===== src/rtl/wh_arb_pkg.sv =====
package wh_arb_pkg;

   // Advance an index by one, wrapping at n.
   function automatic int wrap_inc(input int v, input int n);
      return (v + 1 >= n) ? 0 : v + 1;
   endfunction

   // Latched length: zero is promoted to one flit.
   function automatic int unsigned eff_len(input int unsigned len);
      return (len == 0) ? 1 : len;
   endfunction

endpackage


===== src/rtl/wh_rr_picker.sv =====
module wh_rr_picker #(
   parameter int N_PORTS = 5,
   parameter int IW      = 3
) (
   input  logic [N_PORTS-1:0] cand,
   input  logic [IW-1:0]      ptr,
   output logic               hit,
   output logic [IW-1:0]      idx
);

   int pos;

   always_comb begin
      hit = 1'b0;
      idx = '0;
      pos = 0;
      for (int k = 0; k < N_PORTS; k++) begin
         pos = int'(ptr) + k;
         if (pos >= N_PORTS) pos = pos - N_PORTS;
         if (!hit && cand[pos]) begin
            hit = 1'b1;
            idx = IW'(pos);
         end
      end
   end

endmodule


===== src/rtl/wh_conn_slot.sv =====
module wh_conn_slot #(
   parameter int IW    = 3,
   parameter int LEN_W = 8
) (
   input  logic             clk,
   input  logic             rst_n,
   input  logic             load,
   input  logic [IW-1:0]    load_out,
   input  logic [LEN_W-1:0] load_len,
   input  logic             fire,
   output logic             live,
   output logic [IW-1:0]    out_sel
);
   import wh_arb_pkg::*;

   logic [LEN_W-1:0] remain;

   always_ff @(posedge clk or negedge rst_n) begin
      if (!rst_n) begin
         live    <= 1'b0;
         out_sel <= '0;
         remain  <= '0;
      end else if (load) begin
         live    <= 1'b1;
         out_sel <= load_out;
         remain  <= LEN_W'(eff_len(int'(load_len)));
      end else if (live && fire) begin
         if (remain <= LEN_W'(1)) begin
            live <= 1'b0;
         end else begin
            remain <= remain - LEN_W'(1);
         end
      end
   end

endmodule


===== src/rtl/wh_conn_arbiter.sv =====
module wh_conn_arbiter #(
   parameter int N_PORTS = 5,
   parameter int LEN_W   = 8,
   parameter int PW      = $clog2(N_PORTS)
) (
   input  logic                  clk,
   input  logic                  rst_n,
   input  logic [N_PORTS-1:0]    req_valid,
   input  logic [N_PORTS*PW-1:0] req_dest,
   input  logic [N_PORTS*LEN_W-1:0] req_len,
   input  logic [N_PORTS-1:0]    flit_fire,
   output logic [N_PORTS-1:0]    conn_valid,
   output logic [N_PORTS*PW-1:0] conn_out,
   output logic [N_PORTS-1:0]    out_busy
);
   import wh_arb_pkg::*;

   if (N_PORTS < 2) begin : g_bad_ports
      $error("wh_conn_arbiter: N_PORTS must be at least 2");
   end
   if ((1 << PW) < N_PORTS) begin : g_bad_pw
      $error("wh_conn_arbiter: PW too narrow for N_PORTS");
   end
   if (LEN_W < 1) begin : g_bad_len
      $error("wh_conn_arbiter: LEN_W must be at least 1");
   end

   logic [PW-1:0]      ptr_q;
   logic [N_PORTS-1:0] cand;
   logic               pick_hit;
   logic [PW-1:0]      pick_idx;
   logic [PW-1:0]      pick_dest;
   logic [LEN_W-1:0]   pick_len;
   logic [N_PORTS-1:0] dest_hot;
   logic               grant;
   logic [N_PORTS-1:0] load_vec;

   // Only inputs without a live connection compete.
   assign cand = req_valid & ~conn_valid;

   wh_rr_picker #(.N_PORTS(N_PORTS), .IW(PW)) u_pick (
      .cand (cand),
      .ptr  (ptr_q),
      .hit  (pick_hit),
      .idx  (pick_idx)
   );

   always_comb begin
      pick_dest = '0;
      pick_len  = '0;
      for (int i = 0; i < N_PORTS; i++) begin
         if (pick_idx == PW'(i)) begin
            pick_dest = req_dest[i*PW +: PW];
            pick_len  = req_len[i*LEN_W +: LEN_W];
         end
      end
   end

   // One-hot decode of the requested output; empty when out of range.
   always_comb begin
      for (int o = 0; o < N_PORTS; o++) begin
         dest_hot[o] = (pick_dest == PW'(o));
      end
   end

   assign grant = pick_hit && (|dest_hot) && !(|(dest_hot & out_busy));

   always_comb begin
      for (int i = 0; i < N_PORTS; i++) begin
         load_vec[i] = grant && (pick_idx == PW'(i));
      end
   end

   // Pointer moves past the served input on grant and on reject alike.
   always_ff @(posedge clk or negedge rst_n) begin
      if (!rst_n) begin
         ptr_q <= '0;
      end else if (pick_hit) begin
         ptr_q <= PW'(wrap_inc(int'(pick_idx), N_PORTS));
      end
   end

   for (genvar g = 0; g < N_PORTS; g++) begin : g_slot
      wh_conn_slot #(.IW(PW), .LEN_W(LEN_W)) u_slot (
         .clk      (clk),
         .rst_n    (rst_n),
         .load     (load_vec[g]),
         .load_out (pick_dest),
         .load_len (pick_len),
         .fire     (flit_fire[g]),
         .live     (conn_valid[g]),
         .out_sel  (conn_out[g*PW +: PW])
      );
   end

   // Busy flags are a view of the connection table.
   always_comb begin
      out_busy = '0;
      for (int o = 0; o < N_PORTS; o++) begin
         for (int i = 0; i < N_PORTS; i++) begin
            if (conn_valid[i] && conn_out[i*PW +: PW] == PW'(o)) out_busy[o] = 1'b1;
         end
      end
   end

endmodule


===== config.mk =====
export PLATFORM = sky130hd
export DESIGN_NAME = wh_conn_arbiter
export DESIGN_NICKNAME = d
export VERILOG_FILES = /design/src/rtl/wh_arb_pkg.sv /design/src/rtl/wh_rr_picker.sv /design/src/rtl/wh_conn_slot.sv /design/src/rtl/wh_conn_arbiter.sv
export SDC_FILE = /design/constraint.sdc
export NUM_CORES = 1
export LEC_CHECK = 0
export ABC_AREA = 1
export BUFFER_PORTS_ARGS = -buffer_cell sky130_fd_sc_hd__buf_2
export CORE_MARGIN = 5
export CORE_UTILIZATION = 33
export CTS_BUF_LIST = sky130_fd_sc_hd__clkbuf_8
export CTS_CLUSTER_DIAMETER = 150
export CTS_CLUSTER_SIZE = 25
export DETAILED_ROUTE_END_ITERATION = 7
export SETUP_SLACK_MARGIN = 0.4
export SLEW_MARGIN = 15
export SYNTH_ARGS = -nofsm -noshare
export SYNTH_HDL_FRONTEND = slang
export SYNTH_HIERARCHICAL = 1
export SYNTH_SLANG_ARGS = --single-unit

===== constraint.sdc =====
create_clock -name clk -period 7.2 [get_ports clk]
set_clock_uncertainty 0.05 [all_clocks]
set_input_delay 1.44 -clock clk [delete_from_list [all_inputs] [get_ports clk]]
set_output_delay 1.44 -clock clk [all_outputs]
set_load 0.02 [all_outputs]

Yosys cells after proc, flatten, opt, wreduce, memory -nomap -nowiden

Index checks and enable logic that the tools add are counted.

$add $sub $neg: 15
Multipliers: 0
Div/mod/pow operators: 0
Magnitude comparators: 16
Eq/ne operators: 33
Shift-type cells: 0
Multiplexer cells: 97
Bitwise operators: 3
Reduce and logical (&&, ||, !) cells: 76

Operators by type and width:

| cell                                                                | count |
|---|---|
| 2-to-1 mux 8 bit                                                    | 21 |
| less-than comparator 32 x 5 -> 1 bit (second input constant)        | 5 |
| 2-to-1 mux 32 bit                                                   | 5 |
| greater-or-equal comparator 32 x 4 -> 1 bit (second input constant) | 4 |
| subtractor 32 x 4 -> 32 bit (second input constant)                 | 4 |
| 2-to-1 mux 1 bit                                                    | 55 |
| equality test 3 x 2 -> 1 bit (second input constant)                | 14 |
| logical AND 1 bit                                                   | 41 |
| <= comparator 8 x 1 -> 1 bit (second input constant)                | 5 |
| subtractor 8 x 1 -> 8 bit (second input constant)                   | 5 |
| 2-to-1 mux 3 bit                                                    | 11 |
| equality test 3 x 1 -> 1 bit (second input constant)                | 7 |
| equality test 3 bit (second input constant)                         | 7 |
| logical NOT 3 bit                                                   | 7 |
| AND reduction 2 bit                                                 | 10 |
| nonzero test 2 bit                                                  | 10 |
| binary-select mux 1 bit (select 3 bit)                              | 5 |
| AND 5 bit                                                           | 2 |
| inequality test 2 x 1 -> 1 bit (second input constant)              | 5 |
| OR reduction 5 bit                                                  | 2 |
| adder 3 x 1 -> 4 bit (second input constant)                        | 2 |
| adder 3 x 2 -> 4 bit (second input constant)                        | 2 |
| logical NOT 8 bit                                                   | 1 |
| logical NOT 1 bit                                                   | 5 |
| 5 further kinds                                                     | 5 |

Register bits: 63
Bits in latches: 0
RAM bits: 0
Bits in read-only memories: 0
Input port bits: 67
Output and inout port bits: 25
Logic and storage cells: 256
Memories kept: 0

Longest topological paths before layout

Word-level depth: 32
Gate-level depth with buffers: 39
Gate-level depth less buffers: 37

Modules after synthesis

The synthesis kept the hierarchy.

Modules (own cells, without submodules):

| module          | times used | cells each | area each (um^2) | seq. area each (um^2) |
|---|---|---|---|---|
| wh_conn_slot    | 5          | 115        | 769.5            | 300.3 |
| wh_conn_arbiter | 1          | 234        | 1211.2           | 75.1 |
| wh_rr_picker    | 1          | 172        | 970.9            | 0.0 |

Least setup slack after synthesis

Ideal clock, no wire load.

Path kind: input to register
From: input req_valid[3]
To: register g_slot[0].u_slot.remain[1]
Setup time: 122 ps
Data arrival time: 4358 ps
Required time: 7028 ps
Setup slack: 2670 ps
Cell stages on the path: 30
Path buffers: 2
Path through: inv_1 nor2_1 inv_1 nand2_1 o21ai_0 nand2_1 o21ai_2 a21oi_2 inv_1 nand4_1 nand3_1 inv_1 ha_1 inv_2 nor2_2 buf_6 nand2_2 nand3_1 nand2_1 nand2_1 nand2_2 clkinv_2 nand3_2 nand3_2 nand2_4 nor2_1 clkbuf_1 o21ai_0 nand2_1 o21ai_1

Longest elaborated chain between the ends: 31
Elaborated cells on any way between the ends: 67
Classes of those cells: eq/ne: 9; mux: 37; bitwise: 2; reduce/logical: 19

RTL lines:

| what                                                                                         | RTL line              | text |
|---|---|---|
| start, declared                                                                              | wh_conn_arbiter.sv:8  | `input logic [N_PORTS-1:0] req_valid,` |
| AND 5 bit *                                                                                  | wh_conn_arbiter.sv:39 | `assign cand = req_valid & ~conn_valid;` |
| via cand[3]                                                                                  | wh_conn_arbiter.sv:29 | `logic [N_PORTS-1:0] cand;` |
| binary-select mux 1 bit (select 3 bit)                                                       | wh_rr_picker.sv:20    | `if (!hit && cand[pos]) begin` |
| 2-to-1 mux 1 bit (not written as such) (2 in series)                                         | wh_rr_picker.sv:20    |  |
| 2-to-1 mux 1 bit                                                                             | wh_rr_picker.sv:20    |  |
| logical NOT 1 bit                                                                            | wh_rr_picker.sv:20    |  |
| logical AND 1 bit                                                                            | wh_rr_picker.sv:20    |  |
| 2-to-1 mux 1 bit                                                                             | wh_rr_picker.sv:20    |  |
| [9 not listed]                                                                               | -                     |  |
| via pick_idx[1]                                                                              | wh_conn_arbiter.sv:31 | `logic [PW-1:0] pick_idx;` |
| [6 not listed]                                                                               | -                     |  |
| via pick_dest[0]                                                                             | wh_conn_arbiter.sv:32 | `logic [PW-1:0] pick_dest;` |
| [1 not listed]                                                                               | -                     |  |
| AND 5 bit                                                                                    | wh_conn_arbiter.sv:66 | `assign grant = pick_hit && (\|dest_hot) && !(\|(dest_hot & out_busy));` |
| OR reduction 5 bit                                                                           | wh_conn_arbiter.sv:66 |  |
| logical NOT 1 bit                                                                            | wh_conn_arbiter.sv:66 |  |
| logical AND 1 bit *                                                                          | wh_conn_arbiter.sv:66 |  |
| logical AND 1 bit *                                                                          | wh_conn_arbiter.sv:70 | `load_vec[i] = grant && (pick_idx == PW'(i));` |
| via load_vec[0]                                                                              | wh_conn_arbiter.sv:36 | `logic [N_PORTS-1:0] load_vec;` |
| inequality test 2 x 1 -> 1 bit (no source line) / nonzero test 2 bit (equally long branches) | -                     |  |
| AND reduction 2 bit (no source line)                                                         | -                     |  |
| end signal, assigned                                                                         | wh_conn_slot.sv:26    | `remain <= LEN_W'(eff_len(int'(load_len)));` |
| end signal, assigned                                                                         | wh_conn_slot.sv:31    | `remain <= remain - LEN_W'(1);` |
| end, declared                                                                                | wh_conn_slot.sv:16    | `logic [LEN_W-1:0] remain;` |

Mark *: on every way through the listed nets, which the timed path passes. The rest lies on a longest branch. The select of a mux whose other input is x is not followed.
A chain may end at the register's enable or synchronous reset.

Worst setup path after layout

From: register ptr_q[0]
To: register g_slot[2].u_slot.remain[4]

Longest elaborated chain between the ends: 32
Elaborated cells on any way between the ends: 85
Classes of those cells: add/sub: 9; order compare: 5; eq/ne: 9; mux: 42; bitwise: 1; reduce/logical: 19

RTL lines:

| what                                                                                         | RTL line              | text |
|---|---|---|
| start, declared                                                                              | wh_conn_arbiter.sv:28 | `logic [PW-1:0] ptr_q;` |
| start signal, assigned                                                                       | wh_conn_arbiter.sv:79 | `ptr_q <= PW'(wrap_inc(int'(pick_idx), N_PORTS));` |
| branches (longest 17 deep; another with subtractor 32 x 4 -> 32 bit)                         | -                     |  |
| 2-to-1 mux 3 bit *                                                                           | wh_rr_picker.sv:20    |  |
| via pick_idx[1]                                                                              | wh_conn_arbiter.sv:31 |  |
| logical NOT 3 bit                                                                            | wh_conn_arbiter.sv:52 | `if (pick_idx == PW'(i)) begin` |
| 2-to-1 mux 3 bit (4 in series)                                                               | wh_conn_arbiter.sv:52 |  |
| 2-to-1 mux 3 bit *                                                                           | wh_conn_arbiter.sv:52 |  |
| via pick_dest[2]                                                                             | wh_conn_arbiter.sv:32 |  |
| equality test 3 x 1 -> 1 bit (tied with other cells)                                         | wh_conn_arbiter.sv:62 | `dest_hot[o] = (pick_dest == PW'(o));` |
| AND 5 bit                                                                                    | wh_conn_arbiter.sv:66 |  |
| OR reduction 5 bit                                                                           | wh_conn_arbiter.sv:66 |  |
| logical NOT 1 bit                                                                            | wh_conn_arbiter.sv:66 |  |
| logical AND 1 bit *                                                                          | wh_conn_arbiter.sv:66 |  |
| logical AND 1 bit *                                                                          | wh_conn_arbiter.sv:70 |  |
| via load_vec[2]                                                                              | wh_conn_arbiter.sv:36 |  |
| inequality test 2 x 1 -> 1 bit (no source line) / nonzero test 2 bit (equally long branches) | -                     |  |
| AND reduction 2 bit (no source line)                                                         | -                     |  |
| end signal, assigned                                                                         | wh_conn_slot.sv:26    |  |
| end signal, assigned                                                                         | wh_conn_slot.sv:31    |  |
| end, declared                                                                                | wh_conn_slot.sv:16    |  |

Mark *: on every way through the listed nets, which the timed path passes. The select of a mux whose other input is x is not followed.

==> impl_summary.md <==
Worst setup path
The critical path's largest stage delay is approximately 700 ps. STA puts the critical path data arrival time at around 6000 ps. The number of buffer and inverter instances along the worst setup path is 9. The worst setup path is captured at a register. The worst setup path is launched from a register.

The top cell family by delay on the critical path is simple AND/OR/NAND/NOR gates. The most numerous cell type found on the critical path is inv_2. The number of cells on the worst reg-to-reg path is 33. The critical path runs through a total of 33 cells.

The critical path start-end classification is register to register. For the worst setup path, the data required time is about 7400 ps. In this run the worst path has a maximum fanout of 15. Among all stages on the critical path, the largest delay is contributed by dfrtp_1.

Floorplanning
The number of placement rows is just under 50. The count of boundary I/O pins is 92. Measured along the y axis, the die boundary spans around 150 µm. The initial utilization of the core area, before any placement, comes to 33.6%. The die boundary width is ~150 µm. The total area inside the core boundary comes to approximately 18,000 µm². The die outline area is roughly 21,000 µm².

Clock tree
The clock passes through at most 2 buffers. The number of buffers inserted during clock tree synthesis is 9. After clock tree synthesis, the flow added hold-fix buffers numbering 0. Clock-pin slew was measured on the worst setup and hold paths at 70 ps. Post-CTS repair changed the size of 0 cells. The later-pin clock latency in the skew report is 350 ps.

The number of buffers added for setup after CTS is 0. TritonCTS built the clock tree. The H-tree was split into 3 levels. In this run the clock root is driven by a clkbuf_8.

CTS saw 63 sinks.

Global routing
The total routing usage reported by global routing is between 15 and 20%. The first global-routing pass estimated approximately 31,000 µm of wire. The pin count of the biggest net entering global routing is 64. The via count of the first global-routing pass is between 6,000 and 7,000. The initial antenna violation count came to 0.

After global routing the overflow that remains totals 0.

Placed design
The half-perimeter wire length after detailed placement is 14,300 µm. Prior to clock tree synthesis, the placed netlist has a worst setup slack of 1390 ps. The count of input and output buffers is 91.

Counting tap cells, the placed design contains a total of 1,296 instances. The routability congestion estimate from global placement is 0.933.

STA
Setup slack on the critical path of the routed design comes to 1470 ps. Timing would allow up to between 150 and 200 MHz. For the pin with the worst max-slew slack, the measured transition is 1060 ps. Setup repair after global routing left no endpoint under its margin.

The final clock period utilization by the worst path is between 70% and 80%. In this run the tightest slew margin relative to its limit is between 20 and 30%. The total negative slack for setup checks is 0 ps. The final max-slew violation count was 0. After layout, the minimum clock period comes to 5730 ps. The final number of hold-violating endpoints was 0. Setup violations remaining at the end of the flow were counted as 0.

Synth
The number of different library cells used by synthesis comes to 39. For this run, the number of Yosys warnings is 6. Among all cell types in the netlist, the one instantiated most often is nand2_1.

The fraction of synthesis flops using an asynchronous set or reset pin is between 90% and 100%. Summed over its instances, the top area cell type makes up roughly a quarter of the synthesized netlist area. The sequential-to-total area share from yosys stat is between 20% and 30%. Each instance of the synthesized netlist takes up on average 6.15 µm². The number of flip-flops and latches in the synthesized netlist is between 60 and 70. The commonest cells after synthesis are nand2_1, nand3_1, inv_1. Synthesis produced a netlist whose cell count is just under 1,000. The dominant register cell in the synthesized netlist is dfrtp_1.

Yosys attributes the largest share of cell area to dfrtp_1, nand2_1, nand3_1. The number of nets in the synthesized netlist is between 1,000 and 1,500. The post-synth design cell area is around 6000 µm².

The top cell type by total area after synthesis is dfrtp_1. The number of flops mapped to enable cells by yosys is 0.

Final layout
The area of the multi-input gates is between 3000 and 4000 µm². The post-route netlist has 19.8% of its cells at a drive strength greater than 1. For this run, the number of standard cells in the final layout without fillers is roughly 1,300. The combined flip-flop and latch cell area is ~1600 µm². Cells fill 38.8% of the core in the end. The synthesis-to-finish area growth is 15.6%. The number of antenna repair diodes is 0. After the last flow step, the layout net total stands at 1,172.

The number of filler instances in the final layout is between 1,500 and 2,000.

Outcome
The run finished with clean final reports.

Detailed routing
In the final routed layout, each cell accounts on average for ~14 µm. The detail route stage leaves a number of antenna-violating nets equal to 0. The detailed-route DRC error count is 0. The total routed wirelength is 18,600 µm. After detailed routing, the number of vias per cell comes to a little under 5. The first routing iteration left 468 violations. The final route contains about 6,500 vias. The first detailed-routing pass took 5 iterations.

Min path
The number of cells on the worst hold path is 2. The worst hold path belongs to the class register to register.

Job
Across the run, the number of max-cap violations was 0.
==> per-stage QoR <==
stage	hold slack [ps]	area, µm²
6_report	508	6970
5_1_grt	541	6970
4_1_cts	509	6970
3_5_place_dp	492	6780
3_3_place_gp	473	6780
2_1_floorplan	459	6030
==> registers in the layout, indices dropped and copies added, names as in the netlist <==
register               cells
g_slot.u_slot/remain      40
g_slot.u_slot/out_sel     15
ptr_q                      3
g_slot.u_slot/live         5
==> cells by family (layout without fill, tap and decap cells) <==
family                     count (synthesis)  count (layout)  share of synthesized area (%)
and+or+nand+nor                          637             637                           47.6
buffers and inverters                    152             254                           9.92
AOI/OAI and AO/OA                         94              94                           9.40
DFF                                       63              63                           26.1
adders and majority gates                 27              27                           5.60
xor gates and xnor gates                   8               8                           1.29
==> layer usage <==
layer  wire, µm  vias up  part of all wire [%]  track usage, %
met2       8100      207                    44            26.9
met4        416        0                   2.2            5.08
li1           -     3312                     -               -
met3       1060       27                   5.7            3.34
met1       9000     2912                    48            25.0
met5          0        -                     0               0
==> worst paths after layout <==
check / from / to / slack, ps
worst min register to register: g_slot[1].u_slot/remain[1] / g_slot[1].u_slot/remain[1] / 510
max in group asynchronous: rst_n / g_slot[0].u_slot/remain[5] / 5310
worst max register to register: ptr_q[0] / g_slot[2].u_slot/remain[4] / 1470
worst max-delay path: ptr_q[0] / g_slot[2].u_slot/remain[4] / 1470
min in group asynchronous: rst_n / g_slot[1].u_slot/remain[3] / 1210
worst min-delay path: g_slot[1].u_slot/remain[1] / g_slot[1].u_slot/remain[1] / 510
==> worst reg2reg max path: cells and delay by family (launching register included) <==
kind	cells	cell delay [ps]
buffers and inverters	9	1210
adders and majority gates	2	710
DFF	1	700
AOI/OAI and AO/OA	1	330
and+or+nand+nor	21	2630
==> area by class of cell <==
| class | count | share of cell area, % |
|---|---|---|
| multi-input cells | 766 | 55.4 |
| flip-flops and latches | 63 | 22.6 |
| repair buffers | 103 | 7.83 |
| inverters | 135 | 7.29 |
| well taps | 229 | 4.11 |
| clock buffers | 10 | 1.97 |
| clock inverters | 6 | 0.772 |
==> cells in the final DEF (no fill, tap or decap), drive strengths merged, types with 2 or more instances in the layout <==
cell type | Yosys | layout
xnor2 | 5 | 5
a22oi | 8 | 8
dfrtp | 63 | 63
nand4 | 19 | 19
xor2 | 3 | 3
a31oi | 9 | 9
nand3 | 120 | 120
a21oi | 11 | 11
nor2 | 122 | 122
ha | 27 | 27
nor3 | 5 | 5
inv | 134 | 137
buf | 12 | 103
o21ai | 56 | 56
o211ai | 7 | 7
or2 | 6 | 6
nand3b | 4 | 4
nand2 | 361 | 361
clkbuf | 5 | 10
clkinv | 1 | 2
Power is left out: the tool's default activity adds up to more than one toggle a clock period on the data nets, which glitch-free logic cannot reach.
